==> config.mk <==
export PLATFORM = sky130hd
export DESIGN_NAME = spi_os_slave
export DESIGN_NICKNAME = d
export VERILOG_FILES = /design/src/rtl/spi_os_pkg.sv /design/src/rtl/spi_os_sync.sv /design/src/rtl/spi_os_edge.sv /design/src/rtl/spi_os_ctrl.sv /design/src/rtl/spi_os_shift.sv /design/src/rtl/spi_os_slave.sv
export SDC_FILE = /design/constraint.sdc
export NUM_CORES = 1
export LEC_CHECK = 0
export ABC_AREA = 1
export BUFFER_PORTS_ARGS = -buffer_cell sky130_fd_sc_hd__buf_4
export CORE_ASPECT_RATIO = 0.75
export CORE_MARGIN = 2
export CORE_UTILIZATION = 40
export DETAILED_ROUTE_END_ITERATION = 10
export PLACE_DENSITY = 0.66
export SYNTH_ARGS = -nofsm -noshare
export SYNTH_HDL_FRONTEND = slang
export SYNTH_HIERARCHICAL = 1
export SYNTH_SLANG_ARGS = --single-unit
==> constraint.sdc <==
create_clock -name clk -period 2.9 [get_ports clk]
set_clock_uncertainty 0.1 [all_clocks]
set_input_delay 0.29 -clock clk [delete_from_list [all_inputs] [get_ports clk]]
set_output_delay 0.29 -clock clk [all_outputs]
set_load 0.02 [all_outputs]
==> src/rtl/spi_os_pkg.sv <==
package spi_os_pkg;
  typedef enum logic [1:0] {
    ST_RESET  = 2'd0,
    ST_WAIT   = 2'd1,
    ST_LATCH  = 2'd2,
    ST_ASSERT = 2'd3
  } spi_st_t;
endpackage

==> src/rtl/spi_os_sync.sv <==
// Per-bit synchronizer chains; each lane has its own reset level.
module spi_os_sync #(
  parameter int          W       = 3,
  parameter int          STAGES  = 2,
  parameter logic [W-1:0] RST_VAL = '0
) (
  input  logic         clk,
  input  logic         rst,
  input  logic [W-1:0] din,
  output logic [W-1:0] q
);
  generate
    for (genvar b = 0; b < W; b++) begin : g_lane
      logic [STAGES-1:0] chain;
      always_ff @(posedge clk) begin
        if (rst) chain <= {STAGES{RST_VAL[b]}};
        else     chain <= {chain[STAGES-2:0], din[b]};
      end
      assign q[b] = chain[STAGES-1];
    end
  endgenerate
endmodule

==> src/rtl/spi_os_edge.sv <==
// Holds the previous synchronized sample so edges can be found.
module spi_os_edge #(
  parameter int           W       = 2,
  parameter logic [W-1:0] RST_VAL = '0
) (
  input  logic         clk,
  input  logic         rst,
  input  logic [W-1:0] cur,
  output logic [W-1:0] prev
);
  always_ff @(posedge clk) begin
    if (rst) prev <= RST_VAL;
    else     prev <= cur;
  end
endmodule

==> src/rtl/spi_os_ctrl.sv <==
module spi_os_ctrl
  import spi_os_pkg::*;
#(
  parameter int WMAX = 32,
  localparam int LW  = $clog2(WMAX)
) (
  input  logic          clk,
  input  logic          rst,
  input  logic          cpol,
  input  logic          cpha,
  input  logic [LW-1:0] len_field,
  input  logic          sclk_q,
  input  logic          sclk_edge,
  input  logic          sel_q,
  input  logic          sel_fall,
  output spi_st_t       st,
  output logic          load_tx,
  output logic          shift_tx,
  output logic          sample_rx,
  output logic          done
);
  logic [LW-1:0] cnt;
  logic          busy;
  logic          abort;
  logic          lead_edge;
  spi_st_t       st_nx;

  assign lead_edge = sclk_edge && (sclk_q != cpol);
  assign busy      = (st == ST_LATCH) || (st == ST_ASSERT);
  assign abort     = busy && sel_q;
  assign load_tx   = (st == ST_WAIT) &&
                     (cpha ? (!sel_q && lead_edge) : sel_fall);
  assign sample_rx = (st == ST_LATCH) && sclk_edge && !abort;
  assign shift_tx  = (st == ST_ASSERT) && sclk_edge && !abort;
  assign done      = sample_rx && (cnt == '0);

  always_comb begin
    st_nx = st;
    unique case (st)
      ST_RESET:  st_nx = ST_WAIT;
      ST_WAIT:   if (load_tx) st_nx = ST_LATCH;
      ST_LATCH: begin
        if (abort)          st_nx = ST_WAIT;
        else if (done)      st_nx = ST_WAIT;
        else if (sample_rx) st_nx = ST_ASSERT;
      end
      ST_ASSERT: begin
        if (abort)         st_nx = ST_WAIT;
        else if (shift_tx) st_nx = ST_LATCH;
      end
      default:   st_nx = ST_RESET;
    endcase
  end

  always_ff @(posedge clk) begin
    if (rst) begin
      st  <= ST_RESET;
      cnt <= '0;
    end else begin
      st <= st_nx;
      if (load_tx)                cnt <= len_field;
      else if (sample_rx && !done) cnt <= cnt - 1'b1;
    end
  end
endmodule

==> src/rtl/spi_os_shift.sv <==
module spi_os_shift #(
  parameter int WMAX = 32
) (
  input  logic            clk,
  input  logic            rst,
  input  logic [WMAX-1:0] resp,
  input  logic            resp_load,
  input  logic            mosi_q,
  input  logic            load_tx,
  input  logic            shift_tx,
  input  logic            sample_rx,
  input  logic            done,
  output logic            miso,
  output logic [WMAX-1:0] rx_word,
  output logic            rx_valid
);
  logic [WMAX-1:0] resp_q;
  logic [WMAX-1:0] tx_q;
  logic [WMAX-1:0] rx_q;
  logic [WMAX-1:0] rx_nx;

  assign rx_nx = {rx_q[WMAX-2:0], mosi_q};
  assign miso  = tx_q[WMAX-1];

  always_ff @(posedge clk) begin
    if (rst) begin
      resp_q   <= '0;
      tx_q     <= '0;
      rx_q     <= '0;
      rx_word  <= '0;
      rx_valid <= 1'b0;
    end else begin
      if (resp_load) resp_q <= resp;
      if (load_tx)       tx_q <= resp_q;
      else if (shift_tx) tx_q <= {tx_q[WMAX-2:0], 1'b0};
      if (load_tx)        rx_q <= '0;
      else if (sample_rx) rx_q <= rx_nx;
      if (done) rx_word <= rx_nx;
      rx_valid <= done;
    end
  end
endmodule

==> src/rtl/spi_os_slave.sv <==
module spi_os_slave
  import spi_os_pkg::*;
#(
  parameter int  WMAX        = 32,
  parameter int  SYNC_STAGES = 2,
  localparam int LW          = $clog2(WMAX)
) (
  input  logic            clk,
  input  logic            rst,
  input  logic            sclk_i,
  input  logic            ssel_n_i,
  input  logic            mosi_i,
  input  logic            cpol_i,
  input  logic            cpha_i,
  input  logic [LW-1:0]   word_len_i,
  input  logic [WMAX-1:0] resp_i,
  input  logic            resp_load_i,
  output logic            miso_o,
  output logic [WMAX-1:0] rx_word_o,
  output logic            rx_valid_o
);
  logic [2:0] sq;
  logic [1:0] sprev;
  logic       sclk_q, sel_q, mosi_q;
  logic       sclk_edge, sel_fall;
  logic       load_tx, shift_tx, sample_rx, done;
  spi_st_t    st;

  spi_os_sync #(.W(3), .STAGES(SYNC_STAGES), .RST_VAL(3'b010)) u_sync (
    .clk(clk), .rst(rst),
    .din({mosi_i, ssel_n_i, sclk_i}),
    .q(sq)
  );

  assign sclk_q = sq[0];
  assign sel_q  = sq[1];
  assign mosi_q = sq[2];

  spi_os_edge #(.W(2), .RST_VAL(2'b10)) u_edge (
    .clk(clk), .rst(rst), .cur(sq[1:0]), .prev(sprev)
  );

  assign sclk_edge = sclk_q ^ sprev[0];
  assign sel_fall  = sprev[1] & ~sel_q;

  spi_os_ctrl #(.WMAX(WMAX)) u_ctrl (
    .clk(clk), .rst(rst), .cpol(cpol_i), .cpha(cpha_i),
    .len_field(word_len_i), .sclk_q(sclk_q), .sclk_edge(sclk_edge),
    .sel_q(sel_q), .sel_fall(sel_fall), .st(st),
    .load_tx(load_tx), .shift_tx(shift_tx), .sample_rx(sample_rx),
    .done(done)
  );

  spi_os_shift #(.WMAX(WMAX)) u_shift (
    .clk(clk), .rst(rst), .resp(resp_i), .resp_load(resp_load_i),
    .mosi_q(mosi_q), .load_tx(load_tx), .shift_tx(shift_tx),
    .sample_rx(sample_rx), .done(done), .miso(miso_o),
    .rx_word(rx_word_o), .rx_valid(rx_valid_o)
  );
endmodule

==> impl_results.html, run 1 <==
<table>
<tr><th>Metric</th><th>Value</th></tr>
<tr><th colspan="2">STA</th></tr>
<tr><td>Fin Setup TNS</td><td>0 ps</td></tr>
<tr><td>Max-Slew Margin vs Limit</td><td>0.397</td></tr>
<tr><td>Fin crit period</td><td>2340 ps</td></tr>
<tr><td>Final WS setup</td><td>563 ps</td></tr>
<tr><td>Least-Margin Pin Slew</td><td>903 ps</td></tr>
<tr><td>Maximum clock frequency</td><td>428 MHz</td></tr>
<tr><td>Post-route fraction of the period consumed by the critical path</td><td>0.806</td></tr>
<tr><td>RSZ-0062 raised after global routing</td><td>false</td></tr>
<tr><td>Final-report hold violation count</td><td>0</td></tr>
<tr><td>Post-route worst hold slack</td><td>34.3 ps</td></tr>
<tr><td>Setup violators final</td><td>0</td></tr>
<tr><td>Max Transition Viols Final</td><td>0</td></tr>
<tr><th colspan="2">Clock network</th></tr>
<tr><td>Clock buffer depth</td><td>2</td></tr>
<tr><td>CTS Root Cell</td><td>sky130_fd_sc_hd__clkbuf_16</td></tr>
<tr><td>CTS tree</td><td>done</td></tr>
<tr><td>Total clock buffers created by CTS</td><td>17</td></tr>
<tr><td>Clock network latency to the later pin of the worst-skew pair</td><td>420 ps</td></tr>
<tr><td>Clock slew at reported path FFs</td><td>60 ps</td></tr>
<tr><td>CTS sink count</td><td>approximately 140</td></tr>
<tr><td># H-tree levels</td><td>4</td></tr>
<tr><th colspan="2">Yosys</th></tr>
<tr><td>Largest area contributor in the synthesized netlist</td><td>sky130_fd_sc_hd__dfxtp_1</td></tr>
<tr><td>Seq/Total Area, Yosys</td><td>0.529</td></tr>
<tr><td>Mux contribution to synthesized area</td><td>0</td></tr>
<tr><td>Synth warn</td><td>6</td></tr>
<tr><td>Adder and majority gate portion of the synthesized area</td><td>0.00231</td></tr>
<tr><td>Syn_nets</td><td>743</td></tr>
<tr><td>Number of synthesized register bits</td><td>143</td></tr>
<tr><td>Syn Std Cell Area</td><td>0.00541 mm²</td></tr>
<tr><td>Yosys top cell area share</td><td>0.529</td></tr>
<tr><td>Post-synthesis average cell area</td><td>7.76 µm²</td></tr>
<tr><td>Primary FF master, synth</td><td>sky130_fd_sc_hd__dfxtp_1</td></tr>
<tr><td>Most frequent cells after synthesis</td><td>143 x sky130_fd_sc_hd__dfxtp_1, 105 x sky130_fd_sc_hd__a21oi_1, 102 x sky130_fd_sc_hd__nor2_1</td></tr>
<tr><td>Post-synthesis cell count</td><td>697</td></tr>
<tr><td>Number of distinct library cell variants in the gate-level netlist after synthesis</td><td>27</td></tr>
<tr><td>Share of the synthesized area in compound gates (AO/OA/AOI/OAI)</td><td>0.200</td></tr>
<tr><td>Synthesized-area fraction occupied by and/or/nand/nor cells</td><td>0.176</td></tr>
<tr><td>Combinational family with the most area after synthesis</td><td>compound AO/OA/AOI/OAI gates</td></tr>
<tr><td>Top cells by area in the synthesized netlist</td><td>sky130_fd_sc_hd__dfxtp_1 53%, sky130_fd_sc_hd__a21oi_1 9.7%, sky130_fd_sc_hd__o21ai_0 9.2%</td></tr>
<tr><td>EDFF count, synth</td><td>0</td></tr>
<tr><td>Most frequently used cell type in the post-synthesis netlist</td><td>sky130_fd_sc_hd__dfxtp_1</td></tr>
<tr><td>Fraction of synthesized cell area in xor and xnor cells</td><td>0.00162</td></tr>
<tr><td>Async set-or-reset flop fraction in the synthesized netlist</td><td>0</td></tr>
<tr><th colspan="2">Route</th></tr>
<tr><td>Via Count</td><td>4660</td></tr>
<tr><td>Number of vias per cell</td><td>~5</td></tr>
<tr><td>First-iteration detailed-routing DRC count</td><td>424</td></tr>
<tr><td>Iteration count of the initial detailed-routing pass</td><td>4</td></tr>
<tr><td>Wire length per cell</td><td>12.7 µm</td></tr>
<tr><td>Residual DRC count</td><td>0</td></tr>
<tr><td>Antenna violation net count after detailed routing</td><td>0</td></tr>
<tr><td>Wire length reported by the detailed router</td><td>11900 µm</td></tr>
<tr><th colspan="2">Floorplan</th></tr>
<tr><td>Die W</td><td>138 µm</td></tr>
<tr><td>Die ar.</td><td>~0.014 mm²</td></tr>
<tr><td>Initial Util</td><td>0.413</td></tr>
<tr><td>Core area</td><td>0.0131 mm²</td></tr>
<tr><td>Die height</td><td>105 µm</td></tr>
<tr><td>I/O Pins</td><td>79</td></tr>
<tr><td>Cell Rows</td><td>36</td></tr>
<tr><th colspan="2">Final layout</th></tr>
<tr><td>Number of filler cells placed in the layout</td><td>1263</td></tr>
<tr><td>Synthesis-to-finish area growth</td><td>21.3%</td></tr>
<tr><td>Diodes inserted</td><td>0</td></tr>
<tr><td>Post-Route Utilization</td><td>0.501</td></tr>
<tr><td>Layout cell share with drive strength beyond 1</td><td>0.168</td></tr>
<tr><td>Final #Nets</td><td>801</td></tr>
<tr><th colspan="2">Critical path</th></tr>
<tr><td>Critical path arrival</td><td>around 2600 ps</td></tr>
<tr><td>Startpoint of the most critical register-to-register path</td><td>u_sync/g_lane[0].chain[1]$_SDFF_PP0_</td></tr>
<tr><td>Reg-to-Reg End</td><td>u_shift/tx_q[7]$_SDFFE_PP0P_</td></tr>
<tr><td>Setup crit start kind</td><td>register</td></tr>
<tr><td>Critical Path Source</td><td>u_sync/g_lane[0].chain[1]$_SDFF_PP0_</td></tr>
<tr><td>Top fanout value on the critical path</td><td>31</td></tr>
<tr><td>Crit. End Element</td><td>register</td></tr>
<tr><td>Minimum setup slack among reg-to-reg paths</td><td>about 560 ps</td></tr>
<tr><td>Crit path required time</td><td>3150 ps</td></tr>
<tr><td>Capturing instance or port of the critical path</td><td>u_shift/tx_q[7]$_SDFFE_PP0P_</td></tr>
<tr><td>Number of cell instances on the worst register-to-register path</td><td>12</td></tr>
<tr><td>Classification of the worst setup path</td><td>reg2reg</td></tr>
<tr><th colspan="2">Flow run</th></tr>
<tr><td>Max-capacitance violation count</td><td>0</td></tr>
<tr><th colspan="2">Place</th></tr>
<tr><td>Count of input and output buffers</td><td>78</td></tr>
<tr><td>Routability congestion estimate from global placement</td><td>around 0.8</td></tr>
<tr><td>Placed wire-length estimate after detailed placement</td><td>~7600 µm</td></tr>
<tr><td>Worst slack after detailed placement</td><td>603 ps</td></tr>
<tr><th colspan="2">GRT</th></tr>
<tr><td>Overall Global Routing Usage</td><td>0.171</td></tr>
<tr><td>Global-route wire length before repair</td><td>slightly above 20000 µm</td></tr>
<tr><td>Remaining global-route overflow</td><td>0</td></tr>
<tr><td>Antenna violations before repair</td><td>0</td></tr>
<tr><td>Vias in the first global route</td><td>4354</td></tr>
<tr><td>Largest net degree at the start of global routing</td><td>65</td></tr>
<tr><th colspan="2">Pwr</th></tr>
<tr><td>Worst supply voltage drop on vdd</td><td>0.000385 V</td></tr>
<tr><td>Static Leak</td><td>around 2.9 nW</td></tr>
<tr><td>Power per standard cell area</td><td>634 mW/mm²</td></tr>
<tr><th colspan="2">Status</th></tr>
<tr><td>Run status</td><td>completed</td></tr>
<tr><th colspan="2">Min path</th></tr>
<tr><td>Class of the tightest hold or removal check</td><td>in2reg</td></tr>
</table>
-- repair_timing --
item | CTS | global route
hold buffers | 4 | 0
setup buffers | 0 | 0
hold endpoints to repair | 4 | 0
gates resized for setup | 0 | 0
-- how the worst min path moves through the flow --
stage	start	endpoint	slack, ps	cells after the start
global route	resp_i[0]	u_shift/resp_q[0]$_SDFFE_PP0P_	30	3
CTS	resp_i[0]	u_shift/resp_q[0]$_SDFFE_PP0P_	20	3
floorplan	rst	u_ctrl/cnt[0]$_SDFFE_PP0P_	260	1
global placement	u_sync/g_lane[0].chain[0]$_SDFF_PP0_	u_sync/g_lane[0].chain[1]$_SDFF_PP0_	300	2
detailed placement	u_sync/g_lane[0].chain[0]$_SDFF_PP0_	u_sync/g_lane[0].chain[1]$_SDFF_PP0_	300	2
finish	resp_i[0]	u_shift/resp_q[0]$_SDFFE_PP0P_	30	3
-- area by class of cell --
| class | count | area, µm² | share of cell area |
|---|---|---|---|
| clock buffer | 20 | 447 | 0.0680 |
| clock inverter | 11 | 67.6 | 0.0103 |
| inverter | 68 | 258 | 0.0393 |
| multi-input combinational | 440 | 2060 | 0.313 |
| sequential | 143 | 2860 | 0.436 |
| tap | 171 | 214 | 0.0326 |
| timing repair buffer | 85 | 661 | 0.101 |
-- per-stage QoR --
step / cells / total power, mW / area, µm²
finish: 938 / 4.16 / 6570
global route: 938 / 4.32 / 6570
CTS: 938 / 4.20 / 6570
detailed placement: 903 / 2.30 / 6010
global placement: 903 / 2.29 / 6010
floorplan: 697 / 2.22 / 5410
-- flip-flops by register name, indices dropped and copies added (netlist names) --
| register | cells |
|---|---|
| u_ctrl/cnt | 5 |
| u_ctrl/st | 2 |
| u_edge/prev | 2 |
| u_shift/resp_q | 32 |
| u_shift/rx_q | 31 |
| u_shift/rx_valid | 1 |
| u_shift/rx_word | 32 |
| u_shift/tx_q | 32 |
| u_sync/g_lane.chain | 6 |
-- worst max-delay path, stage by stage, from the launching register on --
cell                      delay, ps
sky130_fd_sc_hd__dfxtp_1        380
sky130_fd_sc_hd__nand2_1         70
sky130_fd_sc_hd__nand2_1        110
sky130_fd_sc_hd__nand2_2         90
sky130_fd_sc_hd__nor2_1          90
sky130_fd_sc_hd__nand2_1         80
sky130_fd_sc_hd__nand2_2        120
sky130_fd_sc_hd__nand2_4        110
sky130_fd_sc_hd__inv_2          110
sky130_fd_sc_hd__nor2_2          50
sky130_fd_sc_hd__inv_1          610
sky130_fd_sc_hd__o21ai_0        210
sky130_fd_sc_hd__nor2_1         130
-- report_power, final --
group	total [mW]	switching (mW)	internal, mW
Clock	1.90	0.803	1.10
Sequential	2.04	0.0207	2.02
Combinational	0.221	0.129	0.0917
Total	4.16	0.953	3.21
-- routing by layer --
metal,share of wire,GRT usage,vias to the layer above
met4,0.015,0.0751,0
met1,0.47,0.226,2174
li1,-,-,2382
met5,0,0,-
met3,0.043,0.0445,15
met2,0.47,0.265,89
-- logic make-up (layout without fill, tap and decap cells) --
kind of cell | count (synthesis) | count (layout)
AND/OR/NAND/NOR | 223 | 223
flip-flops | 143 | 143
AO/OA/AOI/OAI | 215 | 215
XOR/XNOR | 1 | 1
buffers and inverters | 114 | 184
adder cells (fa/ha/maj) | 1 | 1
-- cell usage in the layout, fill, tap and decap left out, types with 2 or more instances in the layout --
cell / n
sky130_fd_sc_hd__inv_1: 59
sky130_fd_sc_hd__nor2_1: 101
sky130_fd_sc_hd__clkbuf_16: 17
sky130_fd_sc_hd__buf_4: 80
sky130_fd_sc_hd__nor2_2: 3
sky130_fd_sc_hd__dlygate4sd3_1: 4
sky130_fd_sc_hd__a21oi_1: 105
sky130_fd_sc_hd__clkinvlp_4: 2
sky130_fd_sc_hd__nor3_1: 31
sky130_fd_sc_hd__inv_2: 8
sky130_fd_sc_hd__nand3_1: 7
sky130_fd_sc_hd__nand2_1: 68
sky130_fd_sc_hd__o21ai_0: 99
sky130_fd_sc_hd__dfxtp_1: 143
sky130_fd_sc_hd__nand3b_1: 5
sky130_fd_sc_hd__o21ai_1: 9
sky130_fd_sc_hd__nand2_2: 4
sky130_fd_sc_hd__clkbuf_1: 2
sky130_fd_sc_hd__clkinv_2: 7
Power figures use the tool's default switching activity.
==> inputs of run 2 (changes only) <==
--- a/config.mk
+++ b/config.mk
@@ -5,13 +5,13 @@
 export SDC_FILE = /design/constraint.sdc
 export NUM_CORES = 1
 export LEC_CHECK = 0
-export ABC_AREA = 1
+export ABC_AREA = 0
 export BUFFER_PORTS_ARGS = -buffer_cell sky130_fd_sc_hd__buf_4
 export CORE_ASPECT_RATIO = 0.75
 export CORE_MARGIN = 2
 export CORE_UTILIZATION = 40
 export DETAILED_ROUTE_END_ITERATION = 10
-export PLACE_DENSITY = 0.66
+export PLACE_DENSITY = 0.68
 export SYNTH_ARGS = -nofsm -noshare
 export SYNTH_HDL_FRONTEND = slang
 export SYNTH_HIERARCHICAL = 1
==> constraint.sdc (replaced) <==
create_clock -name clk -period 1.9 [get_ports clk]
set_clock_uncertainty 0.1 [all_clocks]
set_input_delay 0.19 -clock clk [delete_from_list [all_inputs] [get_ports clk]]
set_output_delay 0.19 -clock clk [all_outputs]
set_load 0.02 [all_outputs]
==> run 2 against run 1 <==
  * The flow now finishes with violations (negative setup slack)
  * Total power is 70% higher
  * Via count is 11% lower
  * Combinational power is 83% higher
  * Wire length is 7.0% higher
  * Register-to-register slack worse by 750 ps
  * Largest cell class unchanged
  * Highest routed layer unchanged
==> impl_results.html, run 2 <==
<table>
<tr><th>Metric</th><th>Value</th></tr>
<tr><th colspan="2">Status</th></tr>
<tr><td>Run status</td><td>finished, violations left</td></tr>
<tr><td>Failing checks</td><td>negative setup slack</td></tr>
<tr><th colspan="2">Final layout</th></tr>
<tr><td>Commonest cells after routing, fill and taps aside</td><td>139 x sky130_fd_sc_hd__dfxtp_1, 126 x sky130_fd_sc_hd__mux2i_1, 94 x sky130_fd_sc_hd__buf_4</td></tr>
<tr><td>Synthesis-to-finish area growth</td><td>38.2%</td></tr>
<tr><td>Diodes inserted</td><td>0</td></tr>
<tr><td>Commonest non-fill, non-tap cell in the layout</td><td>sky130_fd_sc_hd__dfxtp_1</td></tr>
<tr><td>Final #Nets</td><td>701</td></tr>
<tr><td>Post-Route Utilization</td><td>0.568</td></tr>
<tr><td>Finished Layout Cells</td><td>843</td></tr>
<tr><td>Biggest regs</td><td>u_shift/resp_q x32, u_shift/rx_word x32, u_shift/tx_q x32</td></tr>
<tr><td>Layout cell share with drive strength beyond 1</td><td>0.316</td></tr>
<tr><th colspan="2">Floorplan</th></tr>
<tr><td>Cell Rows</td><td>37</td></tr>
<tr><td>Initial Util</td><td>0.411</td></tr>
<tr><td>Die ar.</td><td>~0.015 mm²</td></tr>
<tr><td>I/O Pins</td><td>79</td></tr>
<tr><td>Die height</td><td>107 µm</td></tr>
<tr><td>Die W</td><td>141 µm</td></tr>
<tr><td>Core area</td><td>0.0138 mm²</td></tr>
<tr><th colspan="2">Yosys</th></tr>
<tr><td>Syn Std Cell Area</td><td>0.00567 mm²</td></tr>
<tr><td>Synthesized-area fraction occupied by and/or/nand/nor cells</td><td>0.151</td></tr>
<tr><td>EDFF count, synth</td><td>0</td></tr>
<tr><td>Mux contribution to synthesized area</td><td>0.223</td></tr>
<tr><td>Syn_nets</td><td>574</td></tr>
<tr><td>Largest area contributor in the synthesized netlist</td><td>sky130_fd_sc_hd__dfxtp_1</td></tr>
<tr><td>Number of distinct library cell variants in the gate-level netlist after synthesis</td><td>34</td></tr>
<tr><td>Top cells by area in the synthesized netlist</td><td>sky130_fd_sc_hd__dfxtp_1 51%, sky130_fd_sc_hd__mux2i_1 22%, sky130_fd_sc_hd__nor2b_1 4.5%</td></tr>
<tr><td>Primary FF master, synth</td><td>sky130_fd_sc_hd__dfxtp_1</td></tr>
<tr><td>Post-synthesis average cell area</td><td>approximately 11 µm²</td></tr>
<tr><td>Most frequent cells after synthesis</td><td>143 x sky130_fd_sc_hd__dfxtp_1, 126 x sky130_fd_sc_hd__mux2i_1, 67 x sky130_fd_sc_hd__nor2_1</td></tr>
<tr><td>Adder and majority gate portion of the synthesized area</td><td>0.00221</td></tr>
<tr><td>Fraction of synthesized cell area in xor and xnor cells</td><td>0.00618</td></tr>
<tr><td>Number of synthesized register bits</td><td>143</td></tr>
<tr><td>Synth warn</td><td>6</td></tr>
<tr><td>Async set-or-reset flop fraction in the synthesized netlist</td><td>0</td></tr>
<tr><td>Seq/Total Area, Yosys</td><td>0.505</td></tr>
<tr><td>Share of the synthesized area in compound gates (AO/OA/AOI/OAI)</td><td>0.0601</td></tr>
<tr><td>Yosys top cell area share</td><td>0.505</td></tr>
<tr><td>Post-synthesis cell count</td><td>528</td></tr>
<tr><td>Most frequently used cell type in the post-synthesis netlist</td><td>sky130_fd_sc_hd__dfxtp_1</td></tr>
<tr><td>Combinational family with the most area after synthesis</td><td>multiplexers</td></tr>
<tr><th colspan="2">Clock network</th></tr>
<tr><td>CTS sink count</td><td>about 140</td></tr>
<tr><td>CTS Root Cell</td><td>sky130_fd_sc_hd__clkbuf_16</td></tr>
<tr><td>Clock buffer depth</td><td>2</td></tr>
<tr><td>Clock slew at reported path FFs</td><td>60 ps</td></tr>
<tr><td>CTS tree</td><td>done</td></tr>
<tr><td>Total clock buffers created by CTS</td><td>17</td></tr>
<tr><td># H-tree levels</td><td>4</td></tr>
<tr><td>Clock network latency to the later pin of the worst-skew pair</td><td>400 ps</td></tr>
<tr><th colspan="2">STA</th></tr>
<tr><td>Least-Margin Pin Slew</td><td>556 ps</td></tr>
<tr><td>Final WS setup</td><td>-185 ps</td></tr>
<tr><td>Fin Setup TNS</td><td>-4480 ps</td></tr>
<tr><td>Final-report hold violation count</td><td>0</td></tr>
<tr><td>Post-route worst hold slack</td><td>69.7 ps</td></tr>
<tr><td>Setup violators final</td><td>36</td></tr>
<tr><td>Max Transition Viols Final</td><td>0</td></tr>
<tr><td>Post-route fraction of the period consumed by the critical path</td><td>1.10</td></tr>
<tr><td>Max-Slew Margin vs Limit</td><td>0.628</td></tr>
<tr><td>Fin crit period</td><td>2090 ps</td></tr>
<tr><td>Maximum clock frequency</td><td>480 MHz</td></tr>
<tr><td>RSZ-0062 raised after global routing</td><td>true</td></tr>
<tr><th colspan="2">Route</th></tr>
<tr><td>Number of vias per cell</td><td>4.92</td></tr>
<tr><td>Via Count</td><td>roughly 4100</td></tr>
<tr><td>Iteration count of the initial detailed-routing pass</td><td>4</td></tr>
<tr><td>Wire length per cell</td><td>15.2 µm</td></tr>
<tr><td>Antenna violation net count after detailed routing</td><td>0</td></tr>
<tr><td>Wire length reported by the detailed router</td><td>about 13000 µm</td></tr>
<tr><td>Residual DRC count</td><td>0</td></tr>
<tr><td>First-iteration detailed-routing DRC count</td><td>between 150 and 200</td></tr>
<tr><th colspan="2">Pwr</th></tr>
<tr><td>Overall power after layout</td><td>7.07 mW</td></tr>
<tr><td>Static Leak</td><td>2.98 nW</td></tr>
<tr><td>Power per standard cell area</td><td>903 mW/mm²</td></tr>
<tr><td>Worst supply voltage drop on vdd</td><td>0.000543 V</td></tr>
<tr><th colspan="2">Critical path</th></tr>
<tr><td>Classification of the worst setup path</td><td>reg2reg</td></tr>
<tr><td>Critical path arrival</td><td>2260 ps</td></tr>
<tr><td>Top fanout value on the critical path</td><td>8</td></tr>
<tr><td>Crit path required time</td><td>roughly 2100 ps</td></tr>
<tr><td>Crit. End Element</td><td>register</td></tr>
<tr><td>Setup crit start kind</td><td>register</td></tr>
<tr><th colspan="2">GRT</th></tr>
<tr><td>Overall Global Routing Usage</td><td>0.167</td></tr>
<tr><td>Global-route wire length before repair</td><td>20000 µm</td></tr>
<tr><td>Remaining global-route overflow</td><td>0</td></tr>
<tr><td>Vias in the first global route</td><td>4140</td></tr>
<tr><td>Largest net degree at the start of global routing</td><td>60</td></tr>
<tr><td>Antenna violations before repair</td><td>0</td></tr>
<tr><th colspan="2">Place</th></tr>
<tr><td>Routability congestion estimate from global placement</td><td>0.841</td></tr>
<tr><td>Placed wire-length estimate after detailed placement</td><td>~7300 µm</td></tr>
<tr><td># placed instances</td><td>760</td></tr>
<tr><td>Count of input and output buffers</td><td>slightly below 80</td></tr>
<tr><th colspan="2">Flow run</th></tr>
<tr><td>Max-capacitance violation count</td><td>0</td></tr>
<tr><th colspan="2">Min path</th></tr>
<tr><td>Class of the tightest hold or removal check</td><td>in2reg</td></tr>
</table>
==> run 2: critical path, cell delays in order (launching register included) <==
cell	delay, ps
sky130_fd_sc_hd__dfxtp_2	320
sky130_fd_sc_hd__inv_2	80
sky130_fd_sc_hd__ha_4	140
sky130_fd_sc_hd__or4b_4	490
sky130_fd_sc_hd__nor3_4	210
sky130_fd_sc_hd__buf_12	170
sky130_fd_sc_hd__clkbuf_16	170
sky130_fd_sc_hd__mux2i_1	200
sky130_fd_sc_hd__nor2_1	60
==> run 2: cell type report <==
type	instances	area, µm²
Timing Repair Buffer	148	1450
Tap cell	175	219
Clock inverter	11	180
Inverter	4	17.5
Fill cell	1201	5960
Multi-Input combinational cell	341	2640
Clock buffer	21	460
Sequential cell	143	2870
==> run 2: timing repair <==
| item | in CTS | in global routing |
|---|---|---|
| setup endpoints to repair | 93 | 98 |
| cloned | 2 | 5 |
| pin swaps | 2 | 6 |
| resized for setup | 11 | 25 |
| endpoints found under the hold margin | 37 | 0 |
| buffers inserted | 4 | 3 |
| hold buffers | 37 | 0 |
==> run 2: cell families after synthesis <==
kind of cell	Yosys count
mux	126
fa+ha+maj	1
buf+inv	44
compound gates	47
simple gates	163
flops	143
xor+xnor	4
==> run 2: metal layers <==
metal	track usage	part of all wire	up-vias
met2	0.276	0.48	73
met1	0.208	0.48	1984
met3	0.0438	0.037	6
li1	-	-	2085
met5	0	0	-
met4	0.0679	0.0073	0
==> run 2: path summary, 6_finish.rpt <==
kind                                                      startpoint                                    to  slack (ps)  depth (start not counted)
worst max-delay path                      u_ctrl/cnt[0]$_SDFFE_PP0P_      u_shift/rx_word[28]$_SDFFE_PP0P_        -190                          8
worst min-delay path                                   word_len_i[2]            u_ctrl/cnt[2]$_SDFFE_PP0P_          70                          3
worst max register to register            u_ctrl/cnt[0]$_SDFFE_PP0P_      u_shift/rx_word[28]$_SDFFE_PP0P_        -190                          8
worst min register to register  u_sync/g_lane[1].chain[0]$_SDFF_PP1_  u_sync/g_lane[1].chain[1]$_SDFF_PP1_         320                          1
==> run 2: per-stage QoR <==
step | setup WS [ps] | cell area [µm²]
4_1_cts | -115 | 7580
3_5_place_dp | -110 | 6420
6_report | -185 | 7830
3_3_place_gp | -38.8 | 6420
5_1_grt | -240 | 7830
2_1_floorplan | -4.98 | 5700
==> run 2: where the power goes <==
group	switching [mW]	internal [mW]
registers	0.0427	3.07
clock network	1.27	2.29
logic	0.179	0.227
==> inputs of run 3 (changes only) <==
--- a/config.mk
+++ b/config.mk
@@ -6,7 +6,7 @@
 export NUM_CORES = 1
 export LEC_CHECK = 0
 export ABC_AREA = 0
-export BUFFER_PORTS_ARGS = -buffer_cell sky130_fd_sc_hd__buf_4
+export BUFFER_PORTS_ARGS = -buffer_cell sky130_fd_sc_hd__buf_2
 export CORE_ASPECT_RATIO = 0.75
 export CORE_MARGIN = 2
 export CORE_UTILIZATION = 40
==> run 3 against run 2 <==
  * The flow still finishes with violations (negative setup slack)
  * Critical endpoint is now u_shift/rx_word[11]$_SDFFE_PP0P_
  * Via count is 1.4% lower
  * Clock power shrank 11%
  * Non-clock buffer count shrank 1
  * Register-to-register slack better by 110 ps
  * Critical path depth unchanged
  * Clock-buffer cell count decreased by 3
  * Worst setup slack better by 110 ps
==> impl_results.html, run 3 (synthesized netlist as in run 2, its figures left out) <==
<table>
<tr><th>Metric</th><th>Value</th></tr>
<tr><th colspan="2">Route</th></tr>
<tr><td>Iteration count of the initial detailed-routing pass</td><td>4</td></tr>
<tr><td>First-iteration detailed-routing DRC count</td><td>195</td></tr>
<tr><td>Number of vias per cell</td><td>4.86</td></tr>
<tr><td>Residual DRC count</td><td>0</td></tr>
<tr><td>Wire length per cell</td><td>between 10 and 15 µm</td></tr>
<tr><td>Via Count</td><td>4088</td></tr>
<tr><td>Wire length reported by the detailed router</td><td>12100 µm</td></tr>
<tr><td>Antenna violation net count after detailed routing</td><td>0</td></tr>
<tr><th colspan="2">Critical path</th></tr>
<tr><td>Top fanout value on the critical path</td><td>7</td></tr>
<tr><td>Slowest library cell on the worst path</td><td>sky130_fd_sc_hd__or4b_4</td></tr>
<tr><td>Delay-heaviest family, CP</td><td>simple AND/OR/NAND/NOR gates</td></tr>
<tr><td>Largest stage delay on the critical path</td><td>480 ps</td></tr>
<tr><td>Setup crit start kind</td><td>register</td></tr>
<tr><td>Number of cell instances on the worst register-to-register path</td><td>8</td></tr>
<tr><td>Cell-by-cell listing of the critical path</td><td>inv_2 -&gt; ha_4 -&gt; or4b_4 -&gt; nor3_4 -&gt; buf_6 -&gt; buf_12 -&gt; mux2i_1 -&gt; nor2_1</td></tr>
<tr><td>Classification of the worst setup path</td><td>reg2reg</td></tr>
<tr><td>Bufs and invs on worst path</td><td>3</td></tr>
<tr><td>Crit path required time</td><td>around 2100 ps</td></tr>
<tr><td>Logic depth of the worst path, buffers included</td><td>8</td></tr>
<tr><td>Critical path arrival</td><td>roughly 2200 ps</td></tr>
<tr><td>Crit. End Element</td><td>register</td></tr>
<tr><th colspan="2">Final layout</th></tr>
<tr><td>Final #Nets</td><td>700</td></tr>
<tr><td>Diodes inserted</td><td>0</td></tr>
<tr><td>Synthesis-to-finish area growth</td><td>31.0%</td></tr>
<tr><td>Commonest non-fill, non-tap cell in the layout</td><td>sky130_fd_sc_hd__dfxtp_1</td></tr>
<tr><td>Multi-input combinational cell area</td><td>about 0.0026 mm²</td></tr>
<tr><td>Biggest regs</td><td>u_shift/resp_q x32, u_shift/rx_word x32, u_shift/tx_q x32</td></tr>
<tr><td>FF/Latch Area</td><td>0.00287 mm²</td></tr>
<tr><td>Commonest cells after routing, fill and taps aside</td><td>140 x sky130_fd_sc_hd__dfxtp_1, 125 x sky130_fd_sc_hd__mux2i_1, 77 x sky130_fd_sc_hd__buf_2</td></tr>
<tr><td>Number of filler cells placed in the layout</td><td>1179</td></tr>
<tr><td>Layout cell share with drive strength beyond 1</td><td>0.295</td></tr>
<tr><th colspan="2">Floorplan</th></tr>
<tr><td>Core area</td><td>0.0138 mm²</td></tr>
<tr><td>I/O Pins</td><td>79</td></tr>
<tr><td>Die height</td><td>approximately 110 µm</td></tr>
<tr><td>Die W</td><td>141 µm</td></tr>
<tr><td>Cell Rows</td><td>37</td></tr>
<tr><td>Initial Util</td><td>0.411</td></tr>
<tr><td>Die ar.</td><td>0.0151 mm²</td></tr>
<tr><th colspan="2">Pwr</th></tr>
<tr><td>Overall power after layout</td><td>6.63 mW</td></tr>
<tr><td>Worst supply voltage drop on vdd</td><td>approximately 0.00059 V</td></tr>
<tr><td>Power per standard cell area</td><td>893 mW/mm²</td></tr>
<tr><td>Static Leak</td><td>approximately 2.9 nW</td></tr>
<tr><th colspan="2">STA</th></tr>
<tr><td>Fin crit period</td><td>1970 ps</td></tr>
<tr><td>Setup violators final</td><td>50</td></tr>
<tr><td>Least-Margin Pin Slew</td><td>517 ps</td></tr>
<tr><td>RSZ-0062 raised after global routing</td><td>true</td></tr>
<tr><td>Final WS setup</td><td>-72.6 ps</td></tr>
<tr><td>Fin Setup TNS</td><td>-1070 ps</td></tr>
<tr><td>Final-report hold violation count</td><td>0</td></tr>
<tr><td>Maximum clock frequency</td><td>507 MHz</td></tr>
<tr><td>Post-route fraction of the period consumed by the critical path</td><td>1.04</td></tr>
<tr><td>Max Transition Viols Final</td><td>0</td></tr>
<tr><td>Max-Slew Margin vs Limit</td><td>0.654</td></tr>
<tr><th colspan="2">Clock network</th></tr>
<tr><td># H-tree levels</td><td>4</td></tr>
<tr><td>Clock buffer depth</td><td>2</td></tr>
<tr><td>Clock slew at reported path FFs</td><td>approximately 60 ps</td></tr>
<tr><td>Total clock buffers created by CTS</td><td>17</td></tr>
<tr><td>CTS Root Cell</td><td>sky130_fd_sc_hd__clkbuf_16</td></tr>
<tr><td>CTS tree</td><td>done</td></tr>
<tr><td>Clock network latency to the later pin of the worst-skew pair</td><td>410 ps</td></tr>
<tr><td>CTS sink count</td><td>143</td></tr>
<tr><th colspan="2">Flow run</th></tr>
<tr><td>Max-capacitance violation count</td><td>0</td></tr>
<tr><th colspan="2">Status</th></tr>
<tr><td>Failing checks</td><td>negative setup slack</td></tr>
<tr><td>Run status</td><td>finished, violations left</td></tr>
<tr><th colspan="2">Min path</th></tr>
<tr><td>Cell depth of the worst min-delay path</td><td>2</td></tr>
<tr><td>Class of the tightest hold or removal check</td><td>in2reg</td></tr>
<tr><th colspan="2">GRT</th></tr>
<tr><td>Largest net degree at the start of global routing</td><td>58</td></tr>
<tr><td>Antenna violations before repair</td><td>0</td></tr>
<tr><td>Overall Global Routing Usage</td><td>0.161</td></tr>
<tr><td>Remaining global-route overflow</td><td>0</td></tr>
<tr><td>Global-route wire length before repair</td><td>19500 µm</td></tr>
<tr><td>Vias in the first global route</td><td>roughly 4000</td></tr>
<tr><th colspan="2">Place</th></tr>
<tr><td>Count of input and output buffers</td><td>78</td></tr>
<tr><td>Placed wire-length estimate after detailed placement</td><td>7430 µm</td></tr>
<tr><td>Routability congestion estimate from global placement</td><td>0.824</td></tr>
</table>
[run 3: changes by cell type in the layout (fill, tap and decap cells not counted), moves of 11 or more]
cell and change:
sky130_fd_sc_hd__buf_2 +77, sky130_fd_sc_hd__buf_4 -75, sky130_fd_sc_hd__a211oi_1 +11, sky130_fd_sc_hd__a211oi_2 -11
[run 3: cell type report]
type,instances,share of cell area
flip-flops and latches,143,0.386
multi-input cells,341,0.347
repair buffers,147,0.158
clock buffers,18,0.0578
well taps,175,0.0295
clock inverters,14,0.0182
inverters,4,0.00270
[run 3: metrics by stage]
| step | hold WS [ps] | cell area [µm²] | util | std cells | worst slack [ps] |
|---|---|---|---|---|---|
| floorplan | 159 | 5700 | - | 528 | -4.98 |
| global placement | 281 | 6280 | 0.455 | 765 | -45.8 |
| detailed placement | 281 | 6280 | 0.455 | 765 | -97.6 |
| CTS | 49.9 | 7290 | 0.529 | 837 | -39.3 |
| global route | 68.2 | 7430 | 0.538 | 842 | -165 |
| finish | 56.4 | 7430 | 0.538 | 842 | -72.6 |
[run 3: repair_timing]
item,CTS,global route
endpoints found under the hold margin,37,0
setup endpoints to repair,89,96
pin swaps,1,1
setup buffers,2,3
hold buffers,37,0
gates resized for setup,10,16
cloned,1,3
[run 3: worst paths after layout]
kind                                                      startpoint                                    to  slack [ps]
worst max-delay path                      u_ctrl/cnt[0]$_SDFFE_PP0P_      u_shift/rx_word[11]$_SDFFE_PP0P_         -70
worst min-delay path                                             rst      u_shift/rx_word[11]$_SDFFE_PP0P_          60
worst max register to register            u_ctrl/cnt[0]$_SDFFE_PP0P_      u_shift/rx_word[11]$_SDFFE_PP0P_         -70
worst min register to register  u_sync/g_lane[1].chain[0]$_SDFF_PP1_  u_sync/g_lane[1].chain[1]$_SDFF_PP1_         320
[run 3: where the power goes]
group	switching [mW]	internal [mW]
combinational	0.166	0.195
clock	1.34	1.83
sequential	0.0412	3.07
[run 3: metal layers]
layer	GRT usage	wire length [µm]	vias up
met5	0	0	-
met4	0.0657	104	0
met3	0.0500	500	8
met2	0.256	5540	61
met1	0.205	5920	1951
li1	-	-	2068
[run 3: worst register-to-register path: stages, from the launching register on]
cell and delay, ps:
sky130_fd_sc_hd__dfxtp_2 320, sky130_fd_sc_hd__inv_2 80, sky130_fd_sc_hd__ha_4 130, sky130_fd_sc_hd__or4b_4 480
sky130_fd_sc_hd__nor3_4 160, sky130_fd_sc_hd__buf_6 160, sky130_fd_sc_hd__buf_12 140, sky130_fd_sc_hd__mux2i_1 230
sky130_fd_sc_hd__nor2_1 60
